--- config.mk ---
export PLATFORM = sky130hd
export DESIGN_NAME = branch_resolver
export DESIGN_NICKNAME = d
export VERILOG_FILES = /design/src/rtl/br_pkg.sv /design/src/rtl/br_cond_eval.sv /design/src/rtl/br_target_gen.sv /design/src/rtl/br_seq.sv /design/src/rtl/branch_resolver.sv
export SDC_FILE = /design/constraint.sdc
export NUM_CORES = 1
export LEC_CHECK = 0
export BUFFER_PORTS_ARGS = -buffer_cell sky130_fd_sc_hd__buf_4
export CAP_MARGIN = 20
export CORE_AREA = 5 5 269 271
export DETAILED_ROUTE_END_ITERATION = 12
export DIE_AREA = 0 0 274 276
export PLACE_DENSITY = 0.38
export SETUP_SLACK_MARGIN = 0.15
export SLEW_MARGIN = 25
export SYNTH_ARGS = -nofsm -noshare
export SYNTH_HDL_FRONTEND = slang
export SYNTH_SLANG_ARGS = --single-unit
--- constraint.sdc ---
create_clock -name clk_i -period 4.42 [get_ports clk_i]
set_input_delay 0 -clock clk_i [delete_from_list [all_inputs] [get_ports clk_i]]
set_output_delay 0 -clock clk_i [all_outputs]
set_load 0.01 [all_outputs]
--- src/rtl/br_pkg.sv ---
package br_pkg;
  typedef struct packed {
    logic n;
    logic v;
    logic z;
    logic c;
  } br_flags_t;

  typedef struct packed {
    logic       alt;
    logic       rsv;
    logic       ind;
    logic       link;
    logic [3:0] rsel;
  } br_ext_t;

  typedef enum logic [1:0] {
    ST_IDLE = 2'd0,
    ST_PUSH = 2'd1,
    ST_READ = 2'd2,
    ST_FIN  = 2'd3
  } br_state_e;
endpackage

--- src/rtl/br_cond_eval.sv ---
module br_cond_eval
  import br_pkg::*;
(
  input  logic      clk_i,
  input  logic      rst_ni,
  input  logic      alt_i,
  input  logic [2:0] sel_i,
  input  br_flags_t flags_i,
  output logic      taken_o
);
  logic sgn_eq;
  logic base_hit;
  logic alt_hit;

  assign sgn_eq = (flags_i.n == flags_i.v);

  always_comb begin
    unique case (sel_i[2:1])
      2'd0:    base_hit = flags_i.n;
      2'd1:    base_hit = flags_i.v;
      2'd2:    base_hit = flags_i.c;
      default: base_hit = !flags_i.z;
    endcase
    // even index tests the flag clear (Z row inverted above)
    if (sel_i[2:1] == 2'd3) base_hit = base_hit ^ sel_i[0];
    else                    base_hit = base_hit ^ !sel_i[0];
  end

  always_comb begin
    unique case (sel_i)
      3'd0:    alt_hit = sgn_eq;
      3'd1:    alt_hit = !sgn_eq;
      3'd2:    alt_hit = flags_i.z || !sgn_eq;
      3'd3:    alt_hit = !flags_i.z && sgn_eq;
      3'd4:    alt_hit = !flags_i.c || flags_i.z;
      3'd5:    alt_hit = flags_i.c && !flags_i.z;
      3'd6:    alt_hit = 1'b0;
      default: alt_hit = 1'b1;
    endcase
  end

  assign taken_o = alt_i ? alt_hit : base_hit;

  p_never_r2: assert property (@(posedge clk_i) disable iff (!rst_ni)
    (alt_i && sel_i == 3'd6) |-> !taken_o);
  p_always_r2: assert property (@(posedge clk_i) disable iff (!rst_ni)
    (alt_i && sel_i == 3'd7) |-> taken_o);
  p_eq_test_r1: assert property (@(posedge clk_i) disable iff (!rst_ni)
    (!alt_i && sel_i == 3'd7) |-> (taken_o == flags_i.z));
endmodule

--- src/rtl/br_target_gen.sv ---
module br_target_gen #(
  parameter int ADDR_W   = 32,
  parameter int NUM_REGS = 16,
  localparam int SEL_W   = $clog2(NUM_REGS)
) (
  input  logic                       clk_i,
  input  logic                       rst_ni,
  input  logic [NUM_REGS*ADDR_W-1:0] regs_i,
  input  logic [SEL_W-1:0]           rsel_i,
  input  logic [ADDR_W-1:0]          offset_i,
  output logic [ADDR_W-1:0]          cur_pc_o,
  output logic [ADDR_W-1:0]          cur_sp_o,
  output logic [ADDR_W-1:0]          target_o
);
  localparam logic [SEL_W-1:0] PC_IDX = SEL_W'(NUM_REGS - 1);
  localparam logic [SEL_W-1:0] SP_IDX = SEL_W'(NUM_REGS - 2);

  logic [ADDR_W-1:0] reg_arr [NUM_REGS];
  logic [SEL_W-1:0]  base_idx;
  logic [ADDR_W-1:0] base_val;

  for (genvar g = 0; g < NUM_REGS; g++) begin : g_unpack
    assign reg_arr[g] = regs_i[g*ADDR_W +: ADDR_W];
  end

  // zero select keeps plain PC-relative behaviour
  assign base_idx = PC_IDX ^ rsel_i;
  assign base_val = reg_arr[base_idx];
  assign target_o = base_val + offset_i;
  assign cur_pc_o = reg_arr[PC_IDX];
  assign cur_sp_o = reg_arr[SP_IDX];

  p_pc_rel_r3: assert property (@(posedge clk_i) disable iff (!rst_ni)
    (rsel_i == '0) |-> (target_o - offset_i == cur_pc_o));
endmodule

--- src/rtl/br_seq.sv ---
module br_seq
  import br_pkg::*;
#(
  parameter int ADDR_W = 32,
  parameter int DATA_W = 16,
  localparam int WORDS = ADDR_W / DATA_W,
  localparam int IDX_W = (WORDS > 1) ? $clog2(WORDS) : 1
) (
  input  logic              clk_i,
  input  logic              rst_ni,
  input  logic              start_i,
  input  logic              taken_i,
  input  logic              ind_i,
  input  logic              link_i,
  input  logic [ADDR_W-1:0] cur_pc_i,
  input  logic [ADDR_W-1:0] cur_sp_i,
  input  logic [ADDR_W-1:0] target_i,
  output logic [ADDR_W-1:0] mem_addr_o,
  output logic [DATA_W-1:0] mem_wdata_o,
  output logic              mem_we_o,
  output logic              mem_re_o,
  input  logic [DATA_W-1:0] mem_rdata_i,
  output logic              done_o,
  output logic              taken_o,
  output logic [ADDR_W-1:0] pc_o,
  output logic [ADDR_W-1:0] sp_o
);
  localparam logic [IDX_W-1:0] IDX_TOP = IDX_W'(WORDS - 1);

  br_state_e         state_q;
  logic [IDX_W-1:0]  idx_q;
  logic [ADDR_W-1:0] ret_q;
  logic [ADDR_W-1:0] sp_q;
  logic [ADDR_W-1:0] ptr_q;
  logic [ADDR_W-1:0] tgt_q;
  logic              taken_q;
  logic              ind_q;

  always_ff @(posedge clk_i or negedge rst_ni) begin
    if (!rst_ni) begin
      state_q <= ST_IDLE;
      idx_q   <= '0;
      ret_q   <= '0;
      sp_q    <= '0;
      ptr_q   <= '0;
      tgt_q   <= '0;
      taken_q <= 1'b0;
      ind_q   <= 1'b0;
    end else begin
      unique case (state_q)
        ST_IDLE: if (start_i) begin
          ret_q   <= cur_pc_i;
          sp_q    <= cur_sp_i;
          ptr_q   <= target_i;
          tgt_q   <= target_i;
          taken_q <= taken_i;
          ind_q   <= ind_i;
          if (!taken_i) begin
            state_q <= ST_FIN;
          end else if (link_i) begin
            state_q <= ST_PUSH;
            idx_q   <= IDX_TOP;
          end else if (ind_i) begin
            state_q <= ST_READ;
            idx_q   <= '0;
          end else begin
            state_q <= ST_FIN;
          end
        end
        ST_PUSH: begin
          sp_q <= sp_q - 1'b1;
          if (idx_q == '0) begin
            state_q <= ind_q ? ST_READ : ST_FIN;
          end else begin
            idx_q <= idx_q - 1'b1;
          end
        end
        ST_READ: begin
          tgt_q[idx_q*DATA_W +: DATA_W] <= mem_rdata_i;
          if (idx_q == IDX_TOP) state_q <= ST_FIN;
          else                  idx_q   <= idx_q + 1'b1;
        end
        default: state_q <= ST_IDLE;
      endcase
    end
  end

  always_comb begin
    mem_we_o    = 1'b0;
    mem_re_o    = 1'b0;
    mem_addr_o  = '0;
    mem_wdata_o = '0;
    if (state_q == ST_PUSH) begin
      mem_we_o    = 1'b1;
      mem_addr_o  = sp_q;
      mem_wdata_o = ret_q[idx_q*DATA_W +: DATA_W];
    end else if (state_q == ST_READ) begin
      mem_re_o   = 1'b1;
      mem_addr_o = ptr_q + ADDR_W'(idx_q);
    end
  end

  assign done_o  = (state_q == ST_FIN);
  assign taken_o = taken_q && done_o;
  assign pc_o    = taken_q ? tgt_q : ret_q;
  assign sp_o    = sp_q;

  p_mem_excl_r7: assert property (@(posedge clk_i) disable iff (!rst_ni)
    !(mem_we_o && mem_re_o));
  p_done_pulse_r7: assert property (@(posedge clk_i) disable iff (!rst_ni)
    done_o |=> !done_o);
  p_sp_step_r5: assert property (@(posedge clk_i) disable iff (!rst_ni)
    mem_we_o |=> (sp_q == $past(sp_q) - 1'b1));
  p_no_push_after_read_r7: assert property (@(posedge clk_i) disable iff (!rst_ni)
    mem_re_o |=> !mem_we_o);
  p_quiet_not_taken_r6: assert property (@(posedge clk_i) disable iff (!rst_ni)
    (state_q == ST_IDLE && start_i && !taken_i) |=> (done_o && !mem_we_o && !mem_re_o));
endmodule

--- src/rtl/branch_resolver.sv ---
module branch_resolver
  import br_pkg::*;
#(
  parameter int ADDR_W   = 32,
  parameter int DATA_W   = 16,
  parameter int NUM_REGS = 16
) (
  input  logic                       clk_i,
  input  logic                       rst_ni,
  input  logic                       start_i,
  input  logic [2:0]                 cond_sel_i,
  input  logic [7:0]                 ext_i,
  input  logic [ADDR_W-1:0]          offset_i,
  input  logic                       flag_n_i,
  input  logic                       flag_v_i,
  input  logic                       flag_z_i,
  input  logic                       flag_c_i,
  input  logic [NUM_REGS*ADDR_W-1:0] regs_i,
  output logic [ADDR_W-1:0]          mem_addr_o,
  output logic [DATA_W-1:0]          mem_wdata_o,
  output logic                       mem_we_o,
  output logic                       mem_re_o,
  input  logic [DATA_W-1:0]          mem_rdata_i,
  output logic                       done_o,
  output logic                       taken_o,
  output logic [ADDR_W-1:0]          pc_o,
  output logic [ADDR_W-1:0]          sp_o
);
  localparam int SEL_W = $clog2(NUM_REGS);

  br_ext_t           ext;
  br_flags_t         flags;
  logic              cond_hit;
  logic [ADDR_W-1:0] cur_pc;
  logic [ADDR_W-1:0] cur_sp;
  logic [ADDR_W-1:0] target;

  assign ext   = br_ext_t'(ext_i);
  assign flags = '{n: flag_n_i, v: flag_v_i, z: flag_z_i, c: flag_c_i};

  br_cond_eval u_cond (
    .clk_i   (clk_i),
    .rst_ni  (rst_ni),
    .alt_i   (ext.alt),
    .sel_i   (cond_sel_i),
    .flags_i (flags),
    .taken_o (cond_hit)
  );

  br_target_gen #(
    .ADDR_W   (ADDR_W),
    .NUM_REGS (NUM_REGS)
  ) u_tgt (
    .clk_i    (clk_i),
    .rst_ni   (rst_ni),
    .regs_i   (regs_i),
    .rsel_i   (ext.rsel[SEL_W-1:0]),
    .offset_i (offset_i),
    .cur_pc_o (cur_pc),
    .cur_sp_o (cur_sp),
    .target_o (target)
  );

  br_seq #(
    .ADDR_W (ADDR_W),
    .DATA_W (DATA_W)
  ) u_seq (
    .clk_i       (clk_i),
    .rst_ni      (rst_ni),
    .start_i     (start_i),
    .taken_i     (cond_hit),
    .ind_i       (ext.ind),
    .link_i      (ext.link),
    .cur_pc_i    (cur_pc),
    .cur_sp_i    (cur_sp),
    .target_i    (target),
    .mem_addr_o  (mem_addr_o),
    .mem_wdata_o (mem_wdata_o),
    .mem_we_o    (mem_we_o),
    .mem_re_o    (mem_re_o),
    .mem_rdata_i (mem_rdata_i),
    .done_o      (done_o),
    .taken_o     (taken_o),
    .pc_o        (pc_o),
    .sp_o        (sp_o)
  );

  p_ext_known_r3: assert property (@(posedge clk_i) disable iff (!rst_ni)
    start_i |-> !$isunknown({ext.rsv, ext_i}));
endmodule

# Word-level counts from Yosys, hierarchy flattened
# Cells that the tools add are included.
[classes]
n_bitwise = 4
mul = 0
eq_ne = 18
reduce_logical = 20
n_addsub = 6
n_lt_le_gt_ge = 1
mux = 34
n_shift = 3
div = 0
[op_table]
columns = ["cell", "n"]
rows = [
  ["2-to-1 mux 32 bit", 7],
  ["binary-select mux 32 bit (select 4 bit)", 1],
  ["one-hot mux 32 bit (2 select lines)", 2],
  ["negation 5 -> 34 bit", 1],
  ["variable shift 16 x 34 -> 32 bit (first input constant)", 1],
  ["indexed part select 16 x 34 -> 32 bit", 1],
  ["adder 32 x 1 -> 32 bit", 1],
  ["adder 32 bit", 1],
  ["bitwise mux 32 bit", 1],
  ["indexed part select 32 x 6 -> 16 bit", 1],
  ["subtractor 32 x 1 -> 32 bit (second input constant)", 1],
  ["2-to-1 mux 16 bit", 1],
  ["2-to-1 mux 1 bit", 13],
  ["2-to-1 mux 2 bit", 5],
  ["== test 3 bit (second input constant)", 3],
  ["== test 2 bit (second input constant)", 4],
  ["one-hot mux 1 bit (7 select lines)", 1],
  ["== test 3 x 2 -> 1 bit (second input constant)", 2],
  ["one-hot mux 1 bit (3 select lines)", 2],
  ["one-hot mux 2 bit (3 select lines)", 1],
  ["AND reduction 2 bit", 3],
  [">= comparator 5 bit (second input constant)", 1],
  ["inverter 4 -> 5 bit", 1],
  ["== test 2 x 1 -> 1 bit (second input constant)", 2],
  ["18 further kinds", 29],
]
[totals]
mem_bits_rw = 0
n_memories = 0
ff_bits = 133
out_inout_bits = 116
rom_bits = 0
input_bits = 578
word_cells = 94
latch_bits = 0

# Logic depth before layout (Yosys ltp)
[depth]
word_depth = 8
depth_mapped = 16
mapped_depth_nobuf = 13

# Modules after synthesis
# From an unflattened synthesis, not the netlist that was laid out.
[hier_totals]
hier_cells = 1457
area_unflattened_um2 = 13853.3
[by_module_without_submodules]
columns = ["module", "area_each_um2", "seq_area_each_um2", "cells_each", "n_inst"]
rows = [
  ["br_seq", 7798.7, 3328.2, 944, 1],
  ["br_target_gen", 5914.4, 0.0, 492, 1],
  ["br_cond_eval", 140.1, 0.0, 21, 1],
]

# Least setup slack after synthesis
# OpenSTA, ideal clock, no wires.
[synth_timing]
path_kind = "input-to-reg"
start = "input port ext_i[1]"
end = "register u_seq.tgt_q[19]"
t_arrival_ps = 3757
cell_stages = 14
slack_ps = 536
setup_time_ps = 127
t_required_ps = 4293
n_path_buf = 3
cell_sequence = "clkbuf_1 > buf_1 > clkbuf_1 > mux4_2 > mux4_2 > ha_1 > o21ai_0 > o21ai_0 > a221oi_1 > a211oi_1 > a21boi_0 > xnor2_1 > a221oi_1 > nor2_1"
[synth_between]
elab_chain_cells = 8
[synth_lines]
columns = ["element", "line_no", "text"]
rows = [
  ["start, declared", "branch_resolver.sv:12", "input logic [7:0] ext_i,"],
  ["inverter 4 bit (no source line)", "n/a", ""],
  ["inverter 4 -> 5 bit (implied by the code)", "br_target_gen.sv:28", "assign base_val = reg_arr[base_idx];"],
  ["binary-select mux 32 bit (select 4 bit)", "br_target_gen.sv:28", ""],
  ["2-to-1 mux 32 bit (implied by the code) (2 in series)", "br_target_gen.sv:28", ""],
  ["adder 32 bit", "br_target_gen.sv:29", "assign target_o = base_val + offset_i;"],
  ["2-to-1 mux 32 bit", "br_seq.sv:51", "ST_IDLE: if (start_i) begin"],
  ["one-hot mux 32 bit (2 select lines)", "br_seq.sv:50", "unique case (state_q)"],
  ["end signal, assigned", "br_seq.sv:55", "tgt_q <= target_i;"],
  ["end signal, assigned by index", "br_seq.sv:79", "tgt_q[idx_q*DATA_W +: DATA_W] <= mem_rdata_i;"],
  ["end, declared", "br_seq.sv:35", "logic [ADDR_W-1:0] tgt_q;"],
]
# Every way passes these cells. The select of a mux whose other input is x is not followed.
# A chain may end at the register's enable or synchronous reset.

# Worst setup path in the final report
[layout_timing]
start = "input port regs_i[450]"
end = "register u_seq.tgt_q[19]"
[layout_between]
elab_chain_cells = 6
[layout_lines]
columns = ["element", "line_no", "text"]
rows = [
  ["start, declared", "branch_resolver.sv:18", "input logic [NUM_REGS*ADDR_W-1:0] regs_i,"],
  ["binary-select mux 32 bit (select 4 bit)", "br_target_gen.sv:28", ""],
  ["2-to-1 mux 32 bit (implied by the code) (2 in series)", "br_target_gen.sv:28", ""],
  ["adder 32 bit", "br_target_gen.sv:29", ""],
  ["2-to-1 mux 32 bit", "br_seq.sv:51", ""],
  ["one-hot mux 32 bit (2 select lines)", "br_seq.sv:50", ""],
]
# Every way passes these cells. The select of a mux whose other input is x is not followed.

==> out/results.md <==
| Item | Value |
|---|---|
| Worst min-delay path endpoint | u_seq.sp_o[9]$_DFFE_PN0P_ |
| Ratio of final minimum period to clock period | 0.892 |
| Pin count of the biggest net entering global routing | 54 |
| Gates resized, CTS repair | 0 |
| Total of buffers placed on input and output ports | 692 |
| Worst slew margin | 0.346 |
| Launch instance of the worst register-to-register path | u_seq.state_q[1]$_DFFE_PN0P_ |
| Area share of the largest cell type after synthesis | 0.266 |
| Final standard cell utilization of the core | 0.307 |
| Reg2Reg Capture Point | u_seq.sp_o[29]$_DFFE_PN0P_ |
| Synth top cells by count | sky130_fd_sc_hd__mux4_2 (160), sky130_fd_sc_hd__nand2_1 (147), sky130_fd_sc_hd__dfrtp_1 (133), sky130_fd_sc_hd__nor2_1 (116) |
| Crit path buf inv count | 2 |
| Arrival time at the worst endpoint | 4.27 ns |
| Bufs on Longest Clock Path | 2 |
| Num rows | 97 |
| Per-cell routed wire length | 29.9 um |
| Area growth, synth to finish | 57.5% |
| Design Power | 10.7 mW |
| Type of the worst setup path | in -> reg |
| Number of standard cells after synthesis | 1372 |
| Antenna viol nets, final | 0 |
| Final hold slack | 0.0408 ns |
| Shortest clock period the worst path allows after layout | 3.94 ns |
| Cell variety after synth | 72 |
| Die Y-Extent | 276 um |
| CTS tree | built |
| Total number of yosys warnings | 0 |
| Number of iterations in the first detailed-routing pass | 5 |
| Number of instances on the worst hold path | 4 |
| H-tree levels | 4 |
| Vias in the first global route | 15800 |
| Clock-pin slew of the registers on the worst-case setup and hold paths | 0.06 ns |
| Yosys reg bits | 133 |
| CP endpoint kind | flop |
| Fin nets | 2725 |
| Max Fanout on Critical Path | 5 |
| Die Footprint | 75600 um^2 |
| Post-synth ARST share | 1.00 |
| Pwr per Cell Area | 500 nW/um^2 |
| Post-detailed-placement cell area | 20000 um^2 |
| Setup repair after global routing missed its margin | no |
| Required time at the endpoint of the critical path | 4.75 ns |
| Cells along the critical path | dlygate4sd3_1 > buf_4 > mux4_2 > mux4_2 > ha_1 > o21ai_0 > o21ai_0 > a221oi_1 > a211oi_1 > a21boi_0 > xnor2_1 > a221oi_1 > nor2_1 |
| Max_cap viols | 0 |
| Category of cells accounting for the largest share of critical-path delay | compound AO/OA/AOI/OAI gates |
| Die span in x | 274 um |
| Yosys top cell by area | sky130_fd_sc_hd__mux4_2 |
| Finished Cell Area | 21300 um^2 |
| Static power due to leakage | 9.15 nW |
| Most used DFF post-synth | sky130_fd_sc_hd__dfrtp_1 |
| Total count of hold-check failures in the final report | 0 |
| Delay of the slowest cell on the worst path | 0.85 ns |
| Nature of the critical path startpoint | primary input |
| Placed wire-length estimate after detailed placement | 79.7 mm |
| Fmax | 254 MHz |
| DRC violation count after routing | 0 |
| Via density per instance | 4.88 |
| Library cell with the highest instance count after synthesis | sky130_fd_sc_hd__mux4_2 |
| Slew at the pin closest to its max-slew limit | 0.975 ns |
| Vias after detailed routing | 15000 |
| P_int | 5.55 mW |
| Antenna violations before repair | 28 |
| Overflow left after global routing | 0 |
| Cell types occupying the most area after synthesis | sky130_fd_sc_hd__mux4_2 (27%), sky130_fd_sc_hd__dfrtp_1 (25%), sky130_fd_sc_hd__mux2_2 (6.1%) |
| Hold_sp | regs_i[457] |
| Net switching power of the design | 5.10 mW |
| Clk_lat worst skew | 0.45 ns |
| Core area | 69500 um^2 |
| Post-Syn Nets | 1990 |
| Mean instance size in the synthesized netlist | 9.87 um^2 |
| Count of filler cells inserted in the layout | 7337 |
| Fraction of power consumed by combinational cells | 0.623 |
| Proportion of total power due to net switching | 0.479 |
| Number of failing setup endpoints in the final timing report | 0 |
| Reg2reg setup slack | 1.42 ns |
| I/O Pins | 694 |
| Sequential share of power | 0.250 |
| Netlist area before placement | 13500 um^2 |
| Launching element of the worst setup path | regs_i[450] |
| Proportion of layout cells with a drive suffix above 1 | 0.485 |
| Logic depth of the worst register-to-register path | 8 |
| Power share of the clock group | 0.127 |
| Register area share after synthesis | 0.246 |
| First-pass GRT wire length | 126 mm |
| Cell with the largest stage delay on the worst path | sky130_fd_sc_hd__a211oi_1 |
| Master cell of the clock root buffer | sky130_fd_sc_hd__clkbuf_16 |
| Sinks on Clock Net | 133 |
| IR Drop Worst-Case VDD | 0.304 mV |
| EDFF count, synth | 0 |
| Total routed wirelength | 91.9 mm |
| Max-slew violation count | 0 |
| Number of buffers created by CTS | 17 |
| Total routing resource utilization after global routing | 0.234 |
| Number of design-rule violations left by the first detailed-router iteration | 1003 |
| Status | finished, final reports clean |
| Path category of the worst min-delay check | in -> reg |
| Setup TNS | 0 ns |
| Final weighted congestion of routability-driven global placement | 0.907 |
| Initial Util | 0.195 |
| Max Clock Skew | 0.00985 ns |
-- worst max path at each step --
stage	depth (start not counted)	end
4_1_cts	13	u_seq.tgt_q[19]$_DFFE_PN0P_
2_1_floorplan	14	u_seq.tgt_q[19]$_DFFE_PN0P_
3_5_place_dp	13	u_seq.tgt_q[19]$_DFFE_PN0P_
3_3_place_gp	13	u_seq.tgt_q[19]$_DFFE_PN0P_
5_1_grt	13	u_seq.tgt_q[19]$_DFFE_PN0P_
6_report	13	u_seq.tgt_q[19]$_DFFE_PN0P_
-- final cells by class --
| type | count | area (um^2) | area share |
|---|---|---|---|
| Multi-Input combinational cell | 1109 | 9710 | 0.455 |
| Timing Repair Buffer | 822 | 6460 | 0.303 |
| Sequential cell | 133 | 3330 | 0.156 |
| Tap cell | 940 | 1180 | 0.0552 |
| Clock buffer | 20 | 457 | 0.0214 |
| Inverter | 24 | 90.1 | 0.00423 |
| Clock inverter | 11 | 80.1 | 0.00376 |
| Antenna cell | 9 | 22.5 | 0.00106 |
-- placed cells by master, fill, tap and decap left out, drive strengths merged, types with 17 or more instances in the layout --
| cell type | instances |
|---|---|
| nand3 | 40 |
| nor3 | 17 |
| mux2 | 74 |
| xor2 | 32 |
| nand4 | 17 |
| mux4 | 160 |
| o21ai | 108 |
| mux2i | 24 |
| nand2 | 148 |
| clkbuf | 20 |
| dfrtp | 133 |
| o21a | 18 |
| buf | 743 |
| a21oi | 106 |
| nor2 | 118 |
| inv | 24 |
| xnor2 | 28 |
| dlygate4sd3 | 79 |
| ha | 39 |
-- tightest hold or removal path, delay by kind of cell --
family / cells / cell delay, ns
AO/OA/AOI/OAI: 3 / 0.33
buffers and inverters: 1 / 0.11
-- repair_timing --
item                                   CTS  global route
setup buffers                            0             0
endpoints found under the hold margin  146             0
hold buffers                            79             0
-- routing by layer --
metal  GRT usage  share of wire  up-vias
li1            -              -     6778
met1       0.287           0.41     7541
met2       0.423           0.52      569
met3      0.0484          0.058       66
met4      0.0462          0.018        4
met5           0        0.00025        -
-- power by group through the flow --
stage               Combinational (mW)  Clock (mW)  Sequential [mW]
detailed placement                6.64           0             2.69
CTS                               6.73        1.40             2.67
floorplan                         3.69           0             2.31
finish                            6.63        1.36             2.66
global placement                  6.59           0             2.68
global route                      7.20        1.44             2.74
-- state kept, by name, indices dropped and copies added, names as in the netlist --
signal	count
u_seq.idx_q	1
u_seq.ind_q	1
u_seq.ptr_q	32
u_seq.ret_q	32
u_seq.sp_o	32
u_seq.state_q	2
u_seq.taken_q	1
u_seq.tgt_q	32
-- logic make-up (layout without fill, tap and decap cells) --
logic type,after synthesis,after routing,share of synthesized area
AOI/OAI and AO/OA,350,350,0.157
xor gates and xnor gates,60,60,0.0388
adders and majority gates,40,40,0.0375
buffers and inverters,130,877,0.0380
DFF,133,133,0.246
muxes,258,258,0.346
other,0,9,0
and+or+nand+nor,401,401,0.137
-- per-stage QoR --
| stage | worst slack, ns | std cells |
|---|---|---|
| final | 0.477 | 3068 |
| after global routing | 0.232 | 3064 |
| after CTS | 0.422 | 3059 |
| after detailed placement | 0.131 | 2949 |
| after global placement | 0.105 | 2949 |
| after floorplan | 0.536 | 1372 |
Power figures use the tool's default switching activity.
